`config.mk`:
```
export PLATFORM = sky130hd
export DESIGN_NAME = raster_line_irq
export DESIGN_NICKNAME = d
export VERILOG_FILES = /design/src/rtl/rsl_pkg.sv /design/src/rtl/rsl_line_counter.sv /design/src/rtl/rsl_line_match.sv /design/src/rtl/rsl_regs.sv /design/src/rtl/raster_line_irq.sv
export SDC_FILE = /design/constraint.sdc
export NUM_CORES = 1
export LEC_CHECK = 0
export BUFFER_PORTS_ARGS = -buffer_cell sky130_fd_sc_hd__buf_4
export CAP_MARGIN = 20
export CORE_AREA = 2 2 66 74
export CTS_CLUSTER_SIZE = 14
export DETAILED_ROUTE_END_ITERATION = 6
export DIE_AREA = 0 0 68 76
export GPL_TIMING_DRIVEN = 0
export PLACE_DENSITY = 0.67
export SYNTH_ARGS = -nofsm -noshare
export SYNTH_HDL_FRONTEND = slang
export SYNTH_SLANG_ARGS = --single-unit
```
`constraint.sdc`:
```
create_clock -name clk -period 3 [get_ports clk]
set_input_delay 0.15 -clock clk [delete_from_list [all_inputs] [get_ports clk]]
set_output_delay 0.15 -clock clk [all_outputs]
set_load 0.02 [all_outputs]
```
`src/rtl/rsl_pkg.sv`:
```
package rsl_pkg;
  typedef enum logic [1:0] {
    RA_ENABLE = 2'd0,
    RA_STATUS = 2'd1,
    RA_LINE   = 2'd2,
    RA_HIGH   = 2'd3
  } reg_addr_e;

  localparam int DATA_W     = 8;
  localparam int CMP_HI_BIT = 6;
endpackage

```
`src/rtl/rsl_line_counter.sv`:
```
module rsl_line_counter #(
  parameter int CNT_W = 9
) (
  input  logic                clk,
  input  logic                rst_n,
  input  logic                line_start,
  input  logic                frame_start,
  input  logic                field_in,
  input  logic                interlace,
  output logic [CNT_W:0]      full_line,
  output logic [CNT_W:0]      next_line,
  output logic [CNT_W-1:0]    scan_cnt,
  output logic                field_q,
  output logic                sat
);
  localparam int FULL_W = CNT_W + 1;
  localparam logic [FULL_W-1:0] FULL_MAX = '1;
  localparam logic [CNT_W-1:0]  CNT_MAX  = '1;

  logic [FULL_W-1:0] full_q;
  logic [FULL_W-1:0] step;

  always_comb begin
    step = interlace ? FULL_W'(2) : FULL_W'(1);
    if (frame_start)
      next_line = {{(FULL_W-1){1'b0}}, interlace & field_in};
    else if (full_q > FULL_MAX - step)
      next_line = FULL_MAX;
    else
      next_line = full_q + step;
  end

  always_ff @(posedge clk or negedge rst_n) begin
    if (!rst_n) begin
      full_q  <= '0;
      field_q <= 1'b0;
    end else if (line_start) begin
      full_q <= next_line;
      if (frame_start) field_q <= field_in;
    end
  end

  assign full_line = full_q;
  assign scan_cnt  = (full_q[FULL_W-1] != 1'b0) ? CNT_MAX : full_q[CNT_W-1:0];
  assign sat       = (scan_cnt == CNT_MAX);

  // no line pulse, no change
  a_r5_hold_between_lines: assert property (@(posedge clk) disable iff (!rst_n)
    !line_start |=> $stable(scan_cnt));
  // progressive step of one
  a_r2_step_one: assert property (@(posedge clk) disable iff (!rst_n)
    (line_start && !frame_start && !interlace && scan_cnt < CNT_W'(500))
      |=> scan_cnt == $past(scan_cnt) + 1'b1);
  // held once at the top value
  a_r3_saturate: assert property (@(posedge clk) disable iff (!rst_n)
    (line_start && !frame_start && scan_cnt == CNT_MAX) |=> scan_cnt == CNT_MAX);
  // parity follows field at interlaced frame start
  a_r4_parity: assert property (@(posedge clk) disable iff (!rst_n)
    (line_start && frame_start && interlace) |=> scan_cnt[0] == $past(field_in));
endmodule

```
`src/rtl/rsl_line_match.sv`:
```
module rsl_line_match #(
  parameter int CNT_W = 9
) (
  input  logic              clk,
  input  logic              rst_n,
  input  logic              load,
  input  logic [CNT_W:0]    next_line,
  input  logic [CNT_W-1:0]  cmp_line,
  input  logic              line_en,
  output logic              set_line
);
  logic hit;

  assign hit      = (next_line == {1'b0, cmp_line});
  assign set_line = load && line_en && hit;

  // a line event needs the enable
  a_r8_needs_enable: assert property (@(posedge clk) disable iff (!rst_n)
    set_line |-> line_en);
endmodule

```
`src/rtl/rsl_regs.sv`:
```
module rsl_regs
  import rsl_pkg::*;
#(
  parameter int NUM_SRC = 4,
  parameter int CNT_W   = 9
) (
  input  logic                 clk,
  input  logic                 rst_n,
  input  logic [1:0]           bus_addr,
  input  logic [DATA_W-1:0]    bus_wdata,
  input  logic                 bus_wr,
  input  logic                 bus_rd,
  input  logic [CNT_W-1:0]     scan_cnt,
  input  logic                 field_q,
  input  logic                 set_line,
  input  logic [NUM_SRC-2:0]   src_evt,
  output logic [CNT_W-1:0]     cmp_line,
  output logic                 line_en,
  output logic [DATA_W-1:0]    bus_rdata,
  output logic                 irq
);
  localparam int PEND_PAD = DATA_W - NUM_SRC;
  localparam int LO_W     = CNT_W - 1;
  localparam int HI_PAD   = DATA_W - 2;

  logic [DATA_W-1:0]  ien_q;
  logic [LO_W-1:0]    cmp_lo_q;
  logic [NUM_SRC-1:0] pend_q;
  logic [NUM_SRC-1:0] pend_set;
  logic [NUM_SRC-1:0] pend_clr;
  logic               wr_ien, wr_stat, wr_line;
  reg_addr_e          addr;

  assign addr    = reg_addr_e'(bus_addr);
  assign wr_ien  = bus_wr && (addr == RA_ENABLE);
  assign wr_stat = bus_wr && (addr == RA_STATUS);
  assign wr_line = bus_wr && (addr == RA_LINE);

  assign pend_set = {src_evt, set_line};
  assign pend_clr = wr_stat ? bus_wdata[NUM_SRC-1:0] : '0;

  always_ff @(posedge clk or negedge rst_n) begin
    if (!rst_n) begin
      ien_q    <= '0;
      cmp_lo_q <= '0;
      pend_q   <= '0;
    end else begin
      if (wr_ien)  ien_q    <= bus_wdata;
      if (wr_line) cmp_lo_q <= bus_wdata[LO_W-1:0];
      pend_q <= (pend_q & ~pend_clr) | pend_set;
    end
  end

  assign cmp_line = {ien_q[CMP_HI_BIT], cmp_lo_q};
  assign line_en  = ien_q[0];
  assign irq      = |(pend_q & ien_q[NUM_SRC-1:0]);

  always_comb begin
    bus_rdata = '0;
    if (bus_rd) begin
      unique case (addr)
        RA_ENABLE: bus_rdata = ien_q;
        RA_STATUS: bus_rdata = {{PEND_PAD{1'b0}}, pend_q};
        RA_LINE:   bus_rdata = scan_cnt[LO_W-1:0];
        RA_HIGH:   bus_rdata = {{HI_PAD{1'b0}}, field_q, scan_cnt[CNT_W-1]};
        default:   bus_rdata = '0;
      endcase
    end
  end

  initial begin
    a_r7_fits: assert (NUM_SRC <= CMP_HI_BIT);
  end

  // enable register holds the written byte
  a_r7_readback: assert property (@(posedge clk) disable iff (!rst_n)
    wr_ien |=> ien_q == $past(bus_wdata));
  // clear without a coincident event empties the flag
  a_r9_clear: assert property (@(posedge clk) disable iff (!rst_n)
    (wr_stat && bus_wdata[0] && !set_line) |=> !pend_q[0]);
  // event wins over clear
  a_r9_set_wins: assert property (@(posedge clk) disable iff (!rst_n)
    set_line |=> pend_q[0]);
  // nothing enabled, no request
  a_r10_masked: assert property (@(posedge clk) disable iff (!rst_n)
    (ien_q[NUM_SRC-1:0] == '0) |-> !irq);
endmodule

```
`src/rtl/raster_line_irq.sv`:
```
module raster_line_irq
  import rsl_pkg::*;
#(
  parameter int NUM_SRC = 4,
  parameter int CNT_W   = 9
) (
  input  logic                 clk,
  input  logic                 rst_n,
  input  logic                 line_start,
  input  logic                 frame_start,
  input  logic                 field_in,
  input  logic                 interlace,
  input  logic [NUM_SRC-2:0]   src_evt,
  input  logic [1:0]           bus_addr,
  input  logic [7:0]           bus_wdata,
  input  logic                 bus_wr,
  input  logic                 bus_rd,
  output logic [7:0]           bus_rdata,
  output logic                 irq,
  output logic [CNT_W-1:0]     scan_line,
  output logic                 field_out,
  output logic                 raster_sat
);
  logic [CNT_W:0]   full_line;
  logic [CNT_W:0]   next_line;
  logic [CNT_W-1:0] scan_cnt;
  logic [CNT_W-1:0] cmp_line;
  logic             field_q, line_en, set_line, sat;

  rsl_line_counter #(.CNT_W(CNT_W)) u_cnt (
    .clk(clk), .rst_n(rst_n), .line_start(line_start), .frame_start(frame_start),
    .field_in(field_in), .interlace(interlace), .full_line(full_line),
    .next_line(next_line), .scan_cnt(scan_cnt), .field_q(field_q), .sat(sat)
  );

  rsl_line_match #(.CNT_W(CNT_W)) u_match (
    .clk(clk), .rst_n(rst_n), .load(line_start), .next_line(next_line),
    .cmp_line(cmp_line), .line_en(line_en), .set_line(set_line)
  );

  rsl_regs #(.NUM_SRC(NUM_SRC), .CNT_W(CNT_W)) u_regs (
    .clk(clk), .rst_n(rst_n), .bus_addr(bus_addr), .bus_wdata(bus_wdata),
    .bus_wr(bus_wr), .bus_rd(bus_rd), .scan_cnt(scan_cnt), .field_q(field_q),
    .set_line(set_line), .src_evt(src_evt), .cmp_line(cmp_line),
    .line_en(line_en), .bus_rdata(bus_rdata), .irq(irq)
  );

  assign scan_line  = scan_cnt;
  assign field_out  = field_q;
  assign raster_sat = sat;

  // the pending line flag only rises where the full line equals the compare
  a_r8_match_line: assert property (@(posedge clk) disable iff (!rst_n)
    set_line |=> full_line == {1'b0, $past(cmp_line)});
endmodule

```
==> out/qor.txt <==
WHS -> 0.0415 ns
antenna violations before repair -> 0
commonest non-fill, non-tap cells in the layout -> 37 x buf_4, 31 x dfrtp_1, 20 x nand2_1, 20 x mux2_2, 16 x a21oi_1
Least-Margin Pin Slew -> 0.712 ns
Final setup viols -> 0
TritonRoute pass-1 iters -> 5
P_int -> 938 uW
Post-synth ARST share -> 1.00
layout cells sized above 1 -> 0.367
post-route clock period utilization -> 0.921
clock skew -> 0.00540 ns
Synth Flop Type -> dfrtp_1
Yosys cell types -> 56
initial core utilization -> 0.474
most common cell after layout, fill and taps aside -> buf_4
Flop pwr share -> 0.394
GRT Util Overall -> 0.225
Final Wtd Congestion -> 0.926
chip width -> 68 um
Total Wirelength -> 5260 um
max frequency -> 362 MHz
CTS Sinks -> 31
Pleak -> 0.00118 uW
Critical Path AT -> 2.95 ns
EDFF count, synth -> 0
Worst path slowest cell -> fa_1
relative slew slack -> 0.524
total congestion overflow -> 0
Critical Path RT -> 3.19 ns
Critical Path Sink Type -> flip-flop
die area -> 0.00517 mm^2
Switching Share -> 0.307
Slew Viols, Final -> 0
max cap viols -> 0
detailed-route DRC error count -> 0
Layout Nets -> 288
crit-path cells -> ha_1 > inv_1 > fa_1 > and3b_2 > and3_4 > mux2_4 > nor4_2 > a221o_1 > a31oi_1 > o31ai_1
post-synthesis sequential area ratio -> 0.365
Layout Cells excl Fill -> 320
Peak VDD IR -> 0.000342 V
DR vias -> 1847
Setup Fix Bufs, Post-CTS -> 0
via-per-instance ratio -> 5.77
cts hold-fix bufs -> 1
clk_lat worst skew -> 0.29 ns
largest net degree at the start of global routing -> 32
crit path kind -> reg -> reg
Area growth syn-to-layout -> 22.4%
Clock Tree Root -> clkbuf_8
H-tree depth -> 2
I/O pin cnt -> 41
global-route wire length before repair -> 8790 um
CTS tree -> built
post-layout min period -> 2.76 ns
cell row count -> 26
Post-Syn Instances -> 218
total CTS buffers -> 5
CP max FO -> 4
Placeable Area -> 0.00449 mm^2
Fin. Hold Viols -> 0
RSZ-0062 raised after global routing -> false
Worst Hold Class -> in -> reg
Critical Path Max Stage Delay -> 0.45 ns
Post-Syn Area -> 0.00213 mm^2
sw power -> 416 uW
register bit total from synthesis -> 31
PortBufs -> 37
Final Power -> 1350 uW
final instance area -> 0.00260 mm^2
Final ANT Viol Nets -> 0
ANT cells -> 0
WL per Instance -> 16.5 um
setup TNS -> 0 ns
Ys Warns -> 0
vias in the first global route -> 1808
Logic pwr share -> 0.288
clock share of power -> 0.318
placed insts -> 311
pwr/cell area -> 520 mW/mm^2
Worst-path clk slew -> 0.06 ns
DR iter-0 viols -> 76
DP HPWL -> 3920 um
status -> complete, no violations
Syn Nets -> 243
CP Launch Type -> flip-flop
placed instance area -> 0.00247 mm^2
Syn Area/Cell -> 9.76 um^2
post_cts resized -> 0
Die Ht -> 76 um
FILL cells -> 449
Bufs on Longest Clock Path -> 2
-- sequential cells by signal (all words and copies together), names as in the netlist --
signal           count
u_regs.pend_q        4
u_regs.cmp_lo_q      8
u_regs.ien_q         8
u_cnt.full_line     10
u_cnt.field_q        1
-- synthesized netlist by cell type, drive strengths merged (2+ instances only) --
cell | n | area share
dfrtp | 31 | 0.36
mux2 | 21 | 0.11
nand2 | 20 | 0.035
a21oi | 16 | 0.038
nor2 | 11 | 0.019
inv | 10 | 0.018
or2 | 9 | 0.026
clkbuf | 8 | 0.025
o21ai | 8 | 0.019
nor3 | 7 | 0.016
a22oi | 5 | 0.018
and2 | 5 | 0.015
mux2i | 5 | 0.024
buf | 4 | 0.015
nand4 | 4 | 0.012
xnor2 | 4 | 0.016
a21o | 3 | 0.011
ha | 3 | 0.018
nor2b | 3 | 0.012
xor2 | 3 | 0.012
a31o | 2 | 0.0082
a31oi | 2 | 0.0059
and3 | 2 | 0.0082
mux4 | 2 | 0.021
nand2b | 2 | 0.0059
nand3b | 2 | 0.0071
nor3b | 2 | 0.0094
nor4 | 2 | 0.012
o311ai | 2 | 0.0082
o31ai | 2 | 0.0071
or3 | 2 | 0.0065
-- cells by family (layout without fill, tap and decap cells) --
| logic type | count (synthesis) | after routing | synth area share |
|---|---|---|---|
| and+or+nand+nor | 75 | 75 | 0.201 |
| AOI/OAI and AO/OA | 50 | 50 | 0.159 |
| DFF | 31 | 31 | 0.365 |
| muxes | 28 | 28 | 0.158 |
| buffers and inverters | 23 | 69 | 0.0618 |
| xor gates and xnor gates | 7 | 7 | 0.0288 |
| adders and majority gates | 4 | 4 | 0.0271 |
-- through the flow --
| stage | setup slack [ns] | utilization |
|---|---|---|
| final | 0.237 | 0.580 |
| after global placement | 0.272 | 0.551 |
| after detailed placement | 0.261 | 0.551 |
| after floorplan | 0.521 | - |
| after CTS | 0.239 | 0.580 |
| after global routing | 0.0761 | 0.580 |
-- worst max-delay path: cells and delay by family (launching register included) --
kind,cells,cell delay [ns]
buf+inv,1,0.05
compound gates,3,0.51
fa+ha+maj,2,0.63
simple gates,3,0.77
mux,1,0.32
flops,1,0.40
-- worst paths after layout --
check / startpoint / to / slack [ns] / cells after the start
hold / removal: src_evt[0] / u_regs.pend_q[1] / 0.04 / 2
min in group asynchronous: rst_n / u_regs.ien_q[0] / 0.34 / 2
hold reg to reg: u_regs.ien_q[5] / u_regs.ien_q[5] / 0.51 / 1
setup / recovery: u_cnt.full_line[0] / u_regs.pend_q[0] / 0.24 / 10
setup reg to reg: u_cnt.full_line[0] / u_regs.pend_q[0] / 0.24 / 10
max in group asynchronous: rst_n / u_regs.cmp_lo_q[6] / 2.36 / 2
-- cell type report --
| type | count | area (um^2) | area share |
|---|---|---|---|
| multi-input combinational | 164 | 1220 | 0.469 |
| buffer | 13 | 93.8 | 0.0361 |
| clock buffer | 6 | 82.6 | 0.0317 |
| tap | 56 | 70.1 | 0.0269 |
| timing repair buffer | 38 | 288 | 0.111 |
| clock inverter | 2 | 35.0 | 0.0135 |
| inverter | 10 | 37.5 | 0.0144 |
| sequential | 31 | 776 | 0.298 |
-- power by group through the flow --
stage                     registers [uW]  logic, uW  clock network [uW]
final                                534        389                 431
after global routing                 541        429                 454
after CTS                            533        390                 437
after detailed placement             541        386                   0
after global placement               540        382                   0
after floorplan                      523        268                   0
-- routing by layer --
layer / global-route usage / wire length [um] / share of wire
met1: 0.316 / 2320 / 0.44
met4: 0.0620 / 89 / 0.017
met2: 0.338 / 2530 / 0.48
met5: 0 / 0 / 0
met3: 0.0620 / 326 / 0.062
(Power assumes the default switching activity.)
